**config.mk**
```make
export PLATFORM = sky130hd
export DESIGN_NAME = pwm_bank
export DESIGN_NICKNAME = d
export VERILOG_FILES = /design/src/rtl/pwm_bank_pkg.sv /design/src/rtl/pwm_bank_regs.sv /design/src/rtl/pwm_bank_chan.sv /design/src/rtl/pwm_bank.sv
export SDC_FILE = /design/constraint.sdc
export NUM_CORES = 1
export LEC_CHECK = 0
export BUFFER_PORTS_ARGS = -buffer_cell sky130_fd_sc_hd__buf_2
export CAP_MARGIN = 20
export CORE_MARGIN = 1
export CORE_UTILIZATION = 41
export DETAILED_ROUTE_END_ITERATION = 12
export PLACE_DENSITY = 0.65
export RECOVER_POWER = 50
export SYNTH_ARGS = -nofsm -noshare
export SYNTH_HDL_FRONTEND = slang
export SYNTH_SLANG_ARGS = --single-unit
```
**constraint.sdc**
```tcl
create_clock -name clk -period 11.7 [get_ports clk]
set_input_delay 2.34 -clock clk [delete_from_list [all_inputs] [get_ports clk]]
set_output_delay 2.34 -clock clk [all_outputs]
set_load 0.02 [all_outputs]
```
**src/rtl/pwm_bank_pkg.sv**
```systemverilog
package pwm_bank_pkg;

  localparam int unsigned OFF_CFG0    = 32'h00;
  localparam int unsigned OFF_CFG1    = 32'h04;
  localparam int unsigned OFF_CTRL    = 32'h08;
  localparam int unsigned OFF_STAT    = 32'h44;
  localparam int unsigned OFF_CH_BASE = 32'h0C;
  localparam int unsigned CH_STRIDE   = 12;
  localparam int unsigned SLOT_CNTB   = 0;
  localparam int unsigned SLOT_CMPB   = 4;
  localparam int unsigned SLOT_OBS    = 8;

  localparam int unsigned F_RUN  = 0;
  localparam int unsigned F_LOAD = 1;
  localparam int unsigned F_INV  = 2;
  localparam int unsigned F_AR   = 3;
  localparam int unsigned F_DZ   = 4;

  function automatic int unsigned ctl_pos(int unsigned n);
    return (n == 0) ? 0 : (n + 1) * 4;
  endfunction

  function automatic logic [31:0] ctl_mask(int unsigned nch);
    logic [31:0] m;
    m = 32'h0;
    for (int unsigned n = 0; n < nch; n++) begin
      for (int unsigned b = 0; b < 4; b++) begin
        m[ctl_pos(n) + b] = 1'b1;
      end
    end
    m[F_DZ] = 1'b1;
    return m;
  endfunction

endpackage

```
**src/rtl/pwm_bank_regs.sv**
```systemverilog
module pwm_bank_regs
  import pwm_bank_pkg::*;
#(
  parameter int unsigned NCH = 5,
  parameter int unsigned CW  = 16,
  parameter int unsigned AW  = 8
) (
  input  logic                    clk,
  input  logic                    rst_n,
  input  logic                    we,
  input  logic [AW-1:0]           addr,
  input  logic [31:0]             wdata,
  input  logic [NCH-1:0][CW-1:0]  obs,
  input  logic [NCH-1:0]          ev,
  output logic [31:0]             rdata,
  output logic [NCH-1:0][CW-1:0]  cntb,
  output logic [NCH-1:0][CW-1:0]  cmpb,
  output logic [NCH-1:0]          run,
  output logic [NCH-1:0]          load,
  output logic [NCH-1:0]          inv,
  output logic [NCH-1:0]          ar
);

  localparam logic [31:0] CTL_MASK = ctl_mask(NCH);

  logic [AW-1:0] addr_w;
  wire           unused_lo = ^addr[1:0];

  logic [31:0]            cfg0_q, cfg1_q, ctrl_q;
  logic [NCH-1:0]         stat_q, stat_d;
  logic                   cfg0_en, cfg1_en, ctrl_en;
  logic [NCH-1:0]         cntb_en, cmpb_en;
  logic [NCH-1:0][CW-1:0] cntb_q, cmpb_q;

  assign addr_w = {addr[AW-1:2], 2'b00};

  // write decode
  always_comb begin
    cfg0_en = we && (addr_w == AW'(OFF_CFG0));
    cfg1_en = we && (addr_w == AW'(OFF_CFG1));
    ctrl_en = we && (addr_w == AW'(OFF_CTRL));
    for (int unsigned n = 0; n < NCH; n++) begin
      cntb_en[n] = we && (addr_w == AW'(OFF_CH_BASE + CH_STRIDE * n + SLOT_CNTB));
      cmpb_en[n] = we && (addr_w == AW'(OFF_CH_BASE + CH_STRIDE * n + SLOT_CMPB));
    end
    if (we && (addr_w == AW'(OFF_STAT))) begin
      stat_d = (stat_q & ~wdata[NCH-1:0]) | ev;
    end else begin
      stat_d = stat_q | ev;
    end
  end

  always_ff @(posedge clk or negedge rst_n) begin
    if (!rst_n) begin
      cfg0_q <= '0;
      cfg1_q <= '0;
      ctrl_q <= '0;
      stat_q <= '0;
    end else begin
      if (cfg0_en) cfg0_q <= wdata;
      if (cfg1_en) cfg1_q <= wdata;
      if (ctrl_en) ctrl_q <= wdata & CTL_MASK;
      stat_q <= stat_d;
    end
  end

  for (genvar g = 0; g < NCH; g++) begin : g_buf
    always_ff @(posedge clk or negedge rst_n) begin
      if (!rst_n) begin
        cntb_q[g] <= '0;
        cmpb_q[g] <= '0;
      end else begin
        if (cntb_en[g]) cntb_q[g] <= wdata[CW-1:0];
        if (cmpb_en[g]) cmpb_q[g] <= wdata[CW-1:0];
      end
    end
    assign run[g]  = ctrl_q[ctl_pos(g) + F_RUN];
    assign load[g] = ctrl_q[ctl_pos(g) + F_LOAD];
    assign inv[g]  = ctrl_q[ctl_pos(g) + F_INV];
    assign ar[g]   = ctrl_q[ctl_pos(g) + F_AR];
  end

  assign cntb = cntb_q;
  assign cmpb = cmpb_q;

  // read mux; later matches take priority, so status shadows any channel slot
  always_comb begin
    rdata = '0;
    if (addr_w == AW'(OFF_CFG0)) rdata = cfg0_q;
    if (addr_w == AW'(OFF_CFG1)) rdata = cfg1_q;
    if (addr_w == AW'(OFF_CTRL)) rdata = ctrl_q;
    for (int unsigned n = 0; n < NCH; n++) begin
      if (addr_w == AW'(OFF_CH_BASE + CH_STRIDE * n + SLOT_CNTB)) rdata = 32'(cntb_q[n]);
      if (addr_w == AW'(OFF_CH_BASE + CH_STRIDE * n + SLOT_CMPB)) rdata = 32'(cmpb_q[n]);
      if (addr_w == AW'(OFF_CH_BASE + CH_STRIDE * n + SLOT_OBS))  rdata = 32'(obs[n]);
    end
    if (addr_w == AW'(OFF_STAT)) rdata = 32'(stat_q);
  end

endmodule

```
**src/rtl/pwm_bank_chan.sv**
```systemverilog
module pwm_bank_chan #(
  parameter int unsigned CW = 16
) (
  input  logic          clk,
  input  logic          rst_n,
  input  logic          run,
  input  logic          load,
  input  logic          inv,
  input  logic          ar,
  input  logic [CW-1:0] cntb,
  input  logic [CW-1:0] cmpb,
  output logic [CW-1:0] cnt,
  output logic          ev,
  output logic          pwm
);

  logic [CW-1:0] cnt_q, cnt_d, cmp_q, cmp_d;
  logic          cnt_en, cmp_en, at_zero;

  assign at_zero = (cnt_q == '0);

  always_comb begin
    cnt_d  = cnt_q;
    cmp_d  = cmp_q;
    cnt_en = 1'b0;
    cmp_en = 1'b0;
    if (load) begin
      cnt_d  = cntb;
      cmp_d  = cmpb;
      cnt_en = 1'b1;
      cmp_en = 1'b1;
    end else if (run) begin
      if (!at_zero) begin
        cnt_d  = cnt_q - 1'b1;
        cnt_en = 1'b1;
      end else if (ar) begin
        cnt_d  = cntb;
        cmp_d  = cmpb;
        cnt_en = 1'b1;
        cmp_en = 1'b1;
      end
    end
    ev = run && !load && (cnt_d == '0) && (!at_zero || ar);
  end

  always_ff @(posedge clk or negedge rst_n) begin
    if (!rst_n) begin
      cnt_q <= '0;
      cmp_q <= '0;
    end else begin
      if (cnt_en) cnt_q <= cnt_d;
      if (cmp_en) cmp_q <= cmp_d;
    end
  end

  assign cnt = cnt_q;
  assign pwm = (cnt_q <= cmp_q) ^ inv;

endmodule

```
**src/rtl/pwm_bank.sv**
```systemverilog
module pwm_bank #(
  parameter int unsigned NCH = 5,
  parameter int unsigned CW  = 16,
  parameter int unsigned AW  = 8
) (
  input  logic           clk,
  input  logic           rst_n,
  input  logic           bus_we,
  input  logic [AW-1:0]  bus_addr,
  input  logic [31:0]    bus_wdata,
  output logic [31:0]    bus_rdata,
  output logic [NCH-1:0] pwm_out
);

  logic [1:0]             rs_q;
  logic                   rst_sync_n;
  logic [NCH-1:0][CW-1:0] buf_cnt, buf_cmp, ch_cnt;
  logic [NCH-1:0]         ch_run, ch_load, ch_inv, ch_ar, ch_ev;

  // assert asynchronously, release on a clock edge
  always_ff @(posedge clk or negedge rst_n) begin
    if (!rst_n) rs_q <= 2'b00;
    else        rs_q <= {rs_q[0], 1'b1};
  end
  assign rst_sync_n = rs_q[1];

  pwm_bank_regs #(.NCH(NCH), .CW(CW), .AW(AW)) u_regs (
    .clk   (clk),
    .rst_n (rst_sync_n),
    .we    (bus_we),
    .addr  (bus_addr),
    .wdata (bus_wdata),
    .obs   (ch_cnt),
    .ev    (ch_ev),
    .rdata (bus_rdata),
    .cntb  (buf_cnt),
    .cmpb  (buf_cmp),
    .run   (ch_run),
    .load  (ch_load),
    .inv   (ch_inv),
    .ar    (ch_ar)
  );

  for (genvar g = 0; g < NCH; g++) begin : g_ch
    pwm_bank_chan #(.CW(CW)) u_chan (
      .clk   (clk),
      .rst_n (rst_sync_n),
      .run   (ch_run[g]),
      .load  (ch_load[g]),
      .inv   (ch_inv[g]),
      .ar    (ch_ar[g]),
      .cntb  (buf_cnt[g]),
      .cmpb  (buf_cmp[g]),
      .cnt   (ch_cnt[g]),
      .ev    (ch_ev[g]),
      .pwm   (pwm_out[g])
    );
  end

endmodule

```
==> results by group, run 1 <==
Synthesis
  – Net Count, Synth: 2534
  – Seq/Total Area, Yosys: 43.92%
  – Syn_area_per_cell: 9.772 sq um
  – Post-synth EDFFs: 0
  – Gate Count Post-Synth: 2402
  – Synth Warn #: 0
  – Netlist cell types: 89
  – Post-Syn Area: 23470 sq um
  – Seq cells post-synth: 412
  – Ys flop type: dfrtp_1
  – Post-synth ARST share: 100.0%

Power
  – Static leakage: 11.85 nW
  – Worst vdd ir: 0.1009 mV
  – Pwr Density: 214.3 nW/um^2

Global route
  – Vias in the first global route: 19230
  – Pin count of the biggest net entering global routing: 176
  – Overall global routing resource usage: 28.00%
  – Global route total overflow: 0
  – First-pass GRT wire length: 122.3 mm
  – Initial antenna violation count: 3

Clocking
  – Hold buffers post-CTS: 0
  – Longest Clk Path Bufs: 3
  – Clock root buffer: clkbuf_16
  – TritonCTS clock tree: built
  – H-tree Lvls: 2
  – Worst-path clk slew: 0.06 ns
  – Post-cts sizing count: 0
  – Total CTS buffers: 45
  – Clock Latency Late Sink: 0.59 ns
  – Clk sinks: 412
  – Setup bufs post-CTS: 0

Floorplanning
  – Row count: 87
  – Die Wd: 241.3 microns
  – Initial Util: 41.55%
  – Core area: 56500 sq um
  – Die ar.: 58210 sq um
  – DIE HEIGHT: 241.3 microns
  – Boundary pin count: 80

Critical path
  – Reg2reg start: rs_q[1]
  – Worst endpoint required time: 9.36 ns
  – Worst Setup SP: bus_addr[2]
  – CP endpoint kind: output pin
  – CP arrival: 6.05 ns
  – Setup slack, reg-to-reg: 4.00 ns
  – R2R depth: 2
  – Startpoint Class: primary input
  – Reg-to-Reg End: u_regs.cfg0_q[9]
  – Crit path max fanout: 47
  – Setup crit end: bus_rdata[10]
  – Setup CP Type: primary input to output pin

Place
  – DP HPWL: 56.57 mm
  – Pre-CTS setup slack: 3.563 ns
  – # port buffers: 77
  – Placed insts: 3101
  – GP Congestion: 0.9916
  – Placed cell area: 24420 sq um

Timing
  – Final worst slack: 3.311 ns
  – Max Fclk: 0.1192 GHz
  – Pins Over Slew Limit: 449
  – Fin crit share: 71.70%
  – Max Clock Skew: 0.01551 ns
  – Hold WS: 0.1247 ns
  – Worst-Margin Slew: 4.307 ns
  – Worst slew margin: -187.1%
  – Final setup viols: 0
  – Crit path time final: 8.389 ns
  – Setup TNS: 0 ns
  – Fin. Hold Viols: 0
  – RSZ-0062 raised after global routing: false

Final layout
  – # diodes: 0
  – Fin cells: 3184
  – Layout net count: 2526
  – Share of layout cells above drive strength 1: 19.19%
  – Commonest non-fill, non-tap cells in the layout: dfrtp_1 (412), nand2_1 (281), mux2_2 (257)
  – Commonest non-fill, non-tap cell in the layout: dfrtp_1
  – Area Growth Syn to Fin: 10.63%
  – Final Cell Area: 25970 sq um

Detailed routing
  – DRT antenna net count: 0
  – First-iteration detailed-routing DRC count: 2310
  – DRC viols: 0
  – Total wire length: 81.09 mm
  – WL/cell: 25.47 microns
  – Via count: 19840
  – DRT Pass-1 Iters: 10
  – Via density: 6.231

Outcome
  – Failing checks: capacitance limit, slew limit
  – Status: finished with violations

Worst hold path
  – Hold Path Class: flop to async pin

Run
  – Max cap viols: 4
## worst min-delay path by stage
stage,start,to,slack [ns],depth (start not counted)
final,rs_q[1],u_regs.cfg1_q[19],0.12,0
after global routing,rs_q[1],u_regs.ctrl_q[19],0.16,0
after CTS,rs_q[0],rs_q[1],0.38,0
after detailed placement,rs_q[0],rs_q[1],0.37,0
after global placement,rs_q[0],rs_q[1],0.34,0
after floorplan,rs_q[0],rs_q[1],0.33,0
## cells in the mapped netlist (43+ instances only)
cell type	number	area [sq um]
o21ai_0	202	1011
dfrtp_1	412	10310
nor2_1	140	525.5
a21o_1	45	337.8
clkbuf_1	124	465.5
ha_1	89	1114
a21oi_1	123	615.6
nor3_1	43	215.2
nand2_1	281	1055
inv_1	112	420.4
mux2i_1	50	500.5
mux2_2	257	2894
## state kept, by name, summed over array words and instances (netlist names)
register and count:
rs_q 2, u_regs.stat_q 5, u_regs.cntb 80, g_ch.u_chan.cnt 80
g_ch.u_chan.cmp_q 80, u_regs.ctrl_q 21, u_regs.cmpb 80, u_regs.cfg0_q 32
u_regs.cfg1_q 32
## final cells by class
class / count / area, sq um
clock inverter: 20 / 285.3
timing repair buffer: 103 / 595.6
sequential: 412 / 10310
clock buffer: 61 / 1299
multi-input combinational: 1719 / 12110
tap: 756 / 945.9
inverter: 113 / 424.2
fill: 5302 / 30530
## per-stage QoR
step           power [mW]  util, %
4_1_cts             5.550    46.02
2_1_floorplan       3.404        -
6_report            5.564    45.96
5_1_grt             5.879    45.96
3_5_place_dp        4.003    43.22
3_3_place_gp        3.951    43.22
## logic make-up (layout without fill, tap and decap cells)
kind of cell               count (synthesis)  count (layout)  synth area share [%]
and+or+nand+nor                          673             673                 13.72
muxes                                    317             317                 15.42
AOI/OAI and AO/OA                        606             606                 16.43
other                                      1               1               0.01598
DFF                                      412             412                 43.92
buffers and inverters                    271             297                 4.520
adders and majority gates                 89              89                 4.744
xor gates and xnor gates                  33              33                 1.231
## where the power goes
group | switching, mW | total [mW] | internal, mW
clock | 0.605 | 1.54 | 0.932
sequential | 0.460 | 2.17 | 1.72
combinational | 1.10 | 1.85 | 0.756
total | 2.16 | 5.56 | 3.40
## worst max-delay path, cell delays in order
cell and delay (ns):
buf_6 0.36, buf_4 0.55, nand2_1 0.45, nor2_1 0.48, a222oi_1 0.21, o311ai_0 0.84, a222oi_1 0.21, a21oi_1 0.33
buf_2 0.24
## metal layers
layer | track usage, % | part of all wire (%) | vias to the layer above | wire length [microns]
met5 | 0 | 0.023 | - | 19
met4 | 10.70 | 3.9 | 4 | 3133
met3 | 4.945 | 8.6 | 178 | 6954
met2 | 42.35 | 45 | 976 | 36210
met1 | 39.83 | 43 | 9967 | 34780
li1 | - | - | 8716 | -
(Power assumes the default switching activity.)
==> run 2: changes to the inputs <==
clock period = 7.45 ns   (was 11.7 ns; I/O delays follow)
==> results by group, run 2 (synthesis gave the netlist of run 1 again) <==
Detailed routing
  – First-iteration detailed-routing DRC count: 2248 (-2.7%)
  – DRT Pass-1 Iters: 6 (-4)
  – Via count: 19790 (-0.27%)
  – DRT antenna net count: 0 (unchanged)
  – Via density: 6.185 (-0.74%)
  – DRC viols: 0 (unchanged)
  – Total wire length: 81.36 mm (+0.33%)
  – WL/cell: 25.43 microns (-0.14%)

Global route
  – Global route total overflow: 0 (unchanged)
  – Pin count of the biggest net entering global routing: 143 (-19%)
  – First-pass GRT wire length: 122.7 mm (+0.33%)
  – Overall global routing resource usage: 28.15% (+0.15 points)
  – Vias in the first global route: 19280 (+0.25%)
  – Initial antenna violation count: 3 (unchanged)

Critical path
  – CP endpoint kind: output pin
  – CP arrival: 4.83 ns (-1.22 ns)
  – Setup CP Type: primary input to output pin
  – Startpoint Class: primary input
  – Worst endpoint required time: 5.96 ns (-3.40 ns)
  – Crit path max fanout: 35 (-26%)

Timing
  – Worst-Margin Slew: 3.576 ns (-0.7309 ns)
  – RSZ-0062 raised after global routing: false
  – Max Fclk: 0.1583 GHz
  – Final setup viols: 0 (unchanged)
  – Crit path time final: 6.318 ns
  – Fin. Hold Viols: 0 (unchanged)
  – Worst slew margin: -138.4% (+49 points)
  – Setup TNS: 0 ns (unchanged)
  – Fin crit share: 84.81%
  – Max Clock Skew: 0.02288 ns (+0.007369 ns)
  – Hold WS: 0.3554 ns (+0.2307 ns)
  – Pins Over Slew Limit: 342 (-24%)
  – Final worst slack: 1.132 ns (-2.179 ns)

Clocking
  – Longest Clk Path Bufs: 3 (unchanged)
  – Total CTS buffers: 47 (+4.4%)
  – Worst-path clk slew: 0.06 ns (about the same)
  – H-tree Lvls: 2 (unchanged)
  – Post-cts sizing count: 0 (unchanged)
  – Clock Latency Late Sink: 0.60 ns (about the same)
  – Clk sinks: 412 (unchanged)
  – Clock root buffer: clkbuf_16
  – TritonCTS clock tree: built
  – Setup bufs post-CTS: 0 (unchanged)
  – Hold buffers post-CTS: 0 (unchanged)

Floorplanning
  – Core area: 56500 sq um (unchanged)
  – Die Wd: 241.3 microns (unchanged)
  – Boundary pin count: 80 (unchanged)
  – Initial Util: 41.55% (unchanged)
  – Row count: 87 (unchanged)
  – DIE HEIGHT: 241.3 microns (unchanged)
  – Die ar.: 58210 sq um (unchanged)

Worst hold path
  – Hold Path Class: flop to flop

Final layout
  – Commonest non-fill, non-tap cell in the layout: dfrtp_1
  – Layout net count: 2537 (+0.44%)
  – Share of layout cells above drive strength 1: 19.09% (-0.10 points)
  – Commonest non-fill, non-tap cells in the layout: dfrtp_1 (412), nand2_1 (281), mux2_2 (257)
  – Area Growth Syn to Fin: 10.75%

Outcome
  – Status: finished with violations
  – Failing checks: capacitance limit, slew limit

Run
  – Max cap viols: 6 (+2)

Power
  – Worst vdd ir: 0.1765 mV (+75%)
  – Sw frac: 39.03% (+0.20 points)
  – Pwr Density: 334.9 nW/um^2 (+56%)
  – P_sw: 3.398 mW (+57%)
  – Cell Int Power: 5.307 mW (+56%)
  – Sequential share of power: 39.4% (+0.3 points)
  – Combinational Power Share: 33.3% (about the same)
  – Clock power frac: 27.3% (-0.3 points)
  – Static leakage: 11.86 nW (about the same)

Place
  – # port buffers: 77 (unchanged)
  – Pre-CTS setup slack: 1.237 ns (-2.326 ns)
  – DP HPWL: 57.28 mm (+1.3%)
  – GP Congestion: 0.9677 (-2.4%)
[run 2: cell count changes in the layout (fill, tap and decap cells not counted), moves of 2 or more]
cell | previous run | this run
clkbuf_1 | 10 | 22
clkinv_2 | 10 | 6
clkbuf_8 | 7 | 5
buf_4 | 22 | 30
diode_2 | 0 | 2
[run 2: per-layer routing]
metal / GRT usage, % / wire length (microns) / up-vias
met3: 4.672 / 6229 / 174
met4: 11.37 / 3292 / 0
met5: 0 / 0 / -
met2: 42.44 / 36000 / 863
met1: 40.14 / 35840 / 10020
li1: - / - / 8734
[run 2: through the flow]
| step | util (%) | instances | power, mW | cell area [sq um] |
|---|---|---|---|---|
| after floorplan | - | 2402 | 5.346 | 23470 |
| after global placement | 43.33 | 3111 | 6.219 | 24480 |
| after detailed placement | 43.33 | 3111 | 6.303 | 24480 |
| after CTS | 46.07 | 3196 | 8.693 | 26030 |
| after global routing | 46.01 | 3199 | 9.208 | 26000 |
| final | 46.01 | 3199 | 8.705 | 26000 |
[run 2: worst max-delay path: stages]
cell and delay, ns:
buf_2 0.54, or4b_1 0.83, nor2_1 0.40, nand2_1 0.10
nand4_1 0.10, a31oi_1 0.06, a311oi_1 0.34, o22ai_1 0.25
a221oi_1 0.47, buf_2 0.25
[run 2: final timing paths]
check | startpoint | to | slack (ns) | cells past startpoint
min in group asynchronous | rst_n | rs_q[0] | 0.67 | 1
max reg2reg | rs_q[1] | u_regs.cmpb[18] | 2.03 | 2
min | rs_q[0] | rs_q[1] | 0.36 | 0
max | bus_addr[4] | bus_rdata[9] | 1.13 | 10
max in group asynchronous | rs_q[1] | u_regs.cmpb[18] | 2.03 | 2
min reg2reg | rs_q[0] | rs_q[1] | 0.36 | 0
[run 2: cell type report]
type	instances	area [sq um]
inverters	113	424.2
fillers	5368	30500
flip-flops and latches	412	10310
clock inverters	15	235.2
diodes	2	5.005
clock buffers	70	1313
well taps	756	945.9
multi-input cells	1719	12100
repair buffers	112	659.4
[run 2: power groups by stage]
| stage | Combinational (mW) | Sequential, mW | Clock, mW |
|---|---|---|---|
| floorplan | 2.27 | 3.08 | 0 |
| global placement | 2.79 | 3.42 | 0 |
| detailed placement | 2.86 | 3.44 | 0 |
| CTS | 2.88 | 3.40 | 2.41 |
| global route | 3.23 | 3.48 | 2.50 |
| finish | 2.90 | 3.43 | 2.37 |
==> run 3: changes to the inputs <==
clock period = 5.2 ns   (was 7.45 ns; I/O delays follow)
==> results by group, run 3 (synthesis gave the netlist of run 1 again) <==
Outcome
  – Status: finished with violations
  – Failing checks: capacitance limit, slew limit

Clocking
  – Clock Latency Late Sink: 0.59 ns (about the same)
  – TritonCTS clock tree: built
  – Worst-path clk slew: 0.06 ns (about the same)
  – Clock root buffer: clkbuf_16
  – Total CTS buffers: 46 (-2.1%)
  – Post-cts sizing count: 0 (unchanged)
  – Clk sinks: 412 (unchanged)
  – Longest Clk Path Bufs: 3 (unchanged)
  – H-tree Lvls: 2 (unchanged)
  – Hold buffers post-CTS: 0 (unchanged)
  – Setup bufs post-CTS: 0 (unchanged)

Critical path
  – Critical path buffers and inverters: 2 (unchanged)
  – Worst endpoint required time: 4.16 ns (-1.80 ns)
  – CP delay by family, top: compound AO/OA/AOI/OAI gates
  – Setup CP Type: primary input to output pin
  – Startpoint Class: primary input
  – CP endpoint kind: output pin
  – Crit path max fanout: 7 (-80%)
  – CP peak stage delay: 0.58 ns (-0.25 ns)
  – Crit-path slowest cell: or4b_1
  – CP arrival: 3.92 ns (-0.91 ns)
  – Setup slack, reg-to-reg: 1.24 ns (-0.79 ns)
  – Worst-path cell chain: clkbuf_1, or4b_1, and3_1, a21oi_1, o21ai_0, a222oi_1, o311ai_0, a222oi_1, a21oi_1, buf_2

Timing
  – Max Clock Skew: 0.01986 ns (-0.003022 ns)
  – Final worst slack: 0.2424 ns (-0.8892 ns)
  – Max Fclk: 0.2017 GHz
  – Worst slew margin: -83.84% (+55 points)
  – Fin crit share: 95.34%
  – Fin. Hold Viols: 0 (unchanged)
  – Setup TNS: 0 ns (unchanged)
  – RSZ-0062 raised after global routing: false
  – Crit path time final: 4.958 ns
  – Pins Over Slew Limit: 69 (-80%)
  – Worst-Margin Slew: 2.758 ns (-0.8182 ns)
  – Hold WS: 0.2323 ns (-0.1232 ns)
  – Final setup viols: 0 (unchanged)

Floorplanning
  – Die Wd: 241.3 microns (unchanged)
  – Boundary pin count: 80 (unchanged)
  – DIE HEIGHT: 241.3 microns (unchanged)
  – Core area: 56500 sq um (unchanged)
  – Die ar.: 58210 sq um (unchanged)
  – Initial Util: 41.55% (unchanged)
  – Row count: 87 (unchanged)

Power
  – Cell Int Power: 7.666 mW (+44%)
  – Pwr Density: 478.5 nW/um^2 (+43%)
  – Static leakage: 11.97 nW (+0.93%)
  – Clock power frac: 27.7% (+0.4 points)
  – Sequential share of power: 39.2% (-0.2 points)
  – Worst vdd ir: 0.2337 mV (+32%)
  – P_sw: 4.867 mW (+43%)
  – Combinational Power Share: 33.1% (-0.2 points)
  – Sw frac: 38.84% (-0.20 points)

Detailed routing
  – First-iteration detailed-routing DRC count: 2128 (-5.3%)
  – DRT antenna net count: 0 (unchanged)
  – DRT Pass-1 Iters: 7 (+1)
  – Via density: 6.167 (-0.30%)
  – Total wire length: 81.32 mm (about the same)
  – Via count: 19830 (+0.23%)
  – DRC viols: 0 (unchanged)
  – WL/cell: 25.29 microns (-0.58%)

Final layout
  – Area of the multi-input gates: 12110 sq um (about the same)
  – Layout net count: 2554 (+0.67%)
  – Share of layout cells above drive strength 1: 20.15% (+1.1 points)
  – Fill cell count: 5333 (-0.65%)
  – Commonest non-fill, non-tap cells in the layout: dfrtp_1 (412), nand2_1 (281), mux2_2 (257)
  – Storage element area: 10310 sq um (unchanged)
  – Commonest non-fill, non-tap cell in the layout: dfrtp_1
  – Final Cell Area: 26190 sq um (+0.76%)
  – Area Growth Syn to Fin: 11.59%

Place
  – Placed cell area: 24650 sq um (+0.69%)
  – Pre-CTS setup slack: 0.4068 ns (-0.8301 ns)
  – # port buffers: 77 (unchanged)
  – DP HPWL: 58.15 mm (+1.5%)
  – GP Congestion: 1.004 (+3.8%)

Global route
  – Pin count of the biggest net entering global routing: 104 (-27%)
  – First-pass GRT wire length: 123.1 mm (+0.37%)
  – Overall global routing resource usage: 28.24% (+0.090 points)
  – Vias in the first global route: 19390 (+0.54%)
  – Initial antenna violation count: 3 (unchanged)
  – Global route total overflow: 0 (unchanged)

Run
  – Max cap viols: 1 (-5)

Worst hold path
  – Hold Path Class: primary input to async pin
## run 3: changes by cell type in the layout (fill, tap and decap cells not counted), moves of 2 or more
cell | previous run | this run
clkbuf_4 | 0 | 2
clkinv_4 | 1 | 3
clkbuf_1 | 22 | 10
buf_4 | 30 | 45
clkinvlp_4 | 1 | 5
clkbuf_8 | 5 | 10
## run 3: final timing paths
| check | startpoint | cells after the start | endpoint |
|---|---|---|---|
| worst max-delay path | bus_addr[4] | 10 | bus_rdata[10] |
| worst min-delay path | rst_n | 1 | rs_q[0] |
| worst max register to register | rs_q[1] | 1 | g_ch[0].u_chan.cmp_q[3] |
| worst min register to register | rs_q[0] | 0 | rs_q[1] |
| max in group asynchronous | rs_q[1] | 1 | g_ch[0].u_chan.cmp_q[3] |
| min in group clk | rs_q[0] | 0 | rs_q[1] |
## run 3: cell type report
| type | count | area share (%) |
|---|---|---|
| repair buffers | 130 | 2.990 |
| flip-flops and latches | 412 | 39.36 |
| clock inverters | 21 | 1.080 |
| multi-input cells | 1719 | 46.22 |
| clock buffers | 62 | 5.087 |
| diodes | 3 | 0.02866 |
| well taps | 756 | 3.611 |
| inverters | 113 | 1.619 |
## run 3: routing by layer
| metal | up-vias | part of all wire, % | wire length (microns) | global-route usage, % |
|---|---|---|---|---|
| li1 | 8752 | - | - | - |
| met1 | 10070 | 44 | 35780 | 40.50 |
| met2 | 832 | 44 | 36140 | 42.36 |
| met3 | 183 | 7.7 | 6241 | 4.911 |
| met4 | 0 | 3.9 | 3166 | 10.91 |
| met5 | - | 0 | 0 | 0 |
## run 3: metrics by stage
step	power, mW	utilization [%]	instances
after detailed placement	9.013	43.63	3130
after floorplan	7.657	-	2402
final	12.53	46.36	3216
after global routing	13.25	46.36	3216
after global placement	8.910	43.63	3130
after CTS	12.52	46.49	3213
## run 3: power groups by stage
stage	Combinational (mW)	Clock (mW)	Sequential [mW]
after floorplan	3.25	0	4.40
after global placement	3.99	0	4.92
after detailed placement	4.08	0	4.93
after CTS	4.12	3.53	4.88
after global routing	4.62	3.65	4.98
final	4.15	3.48	4.91
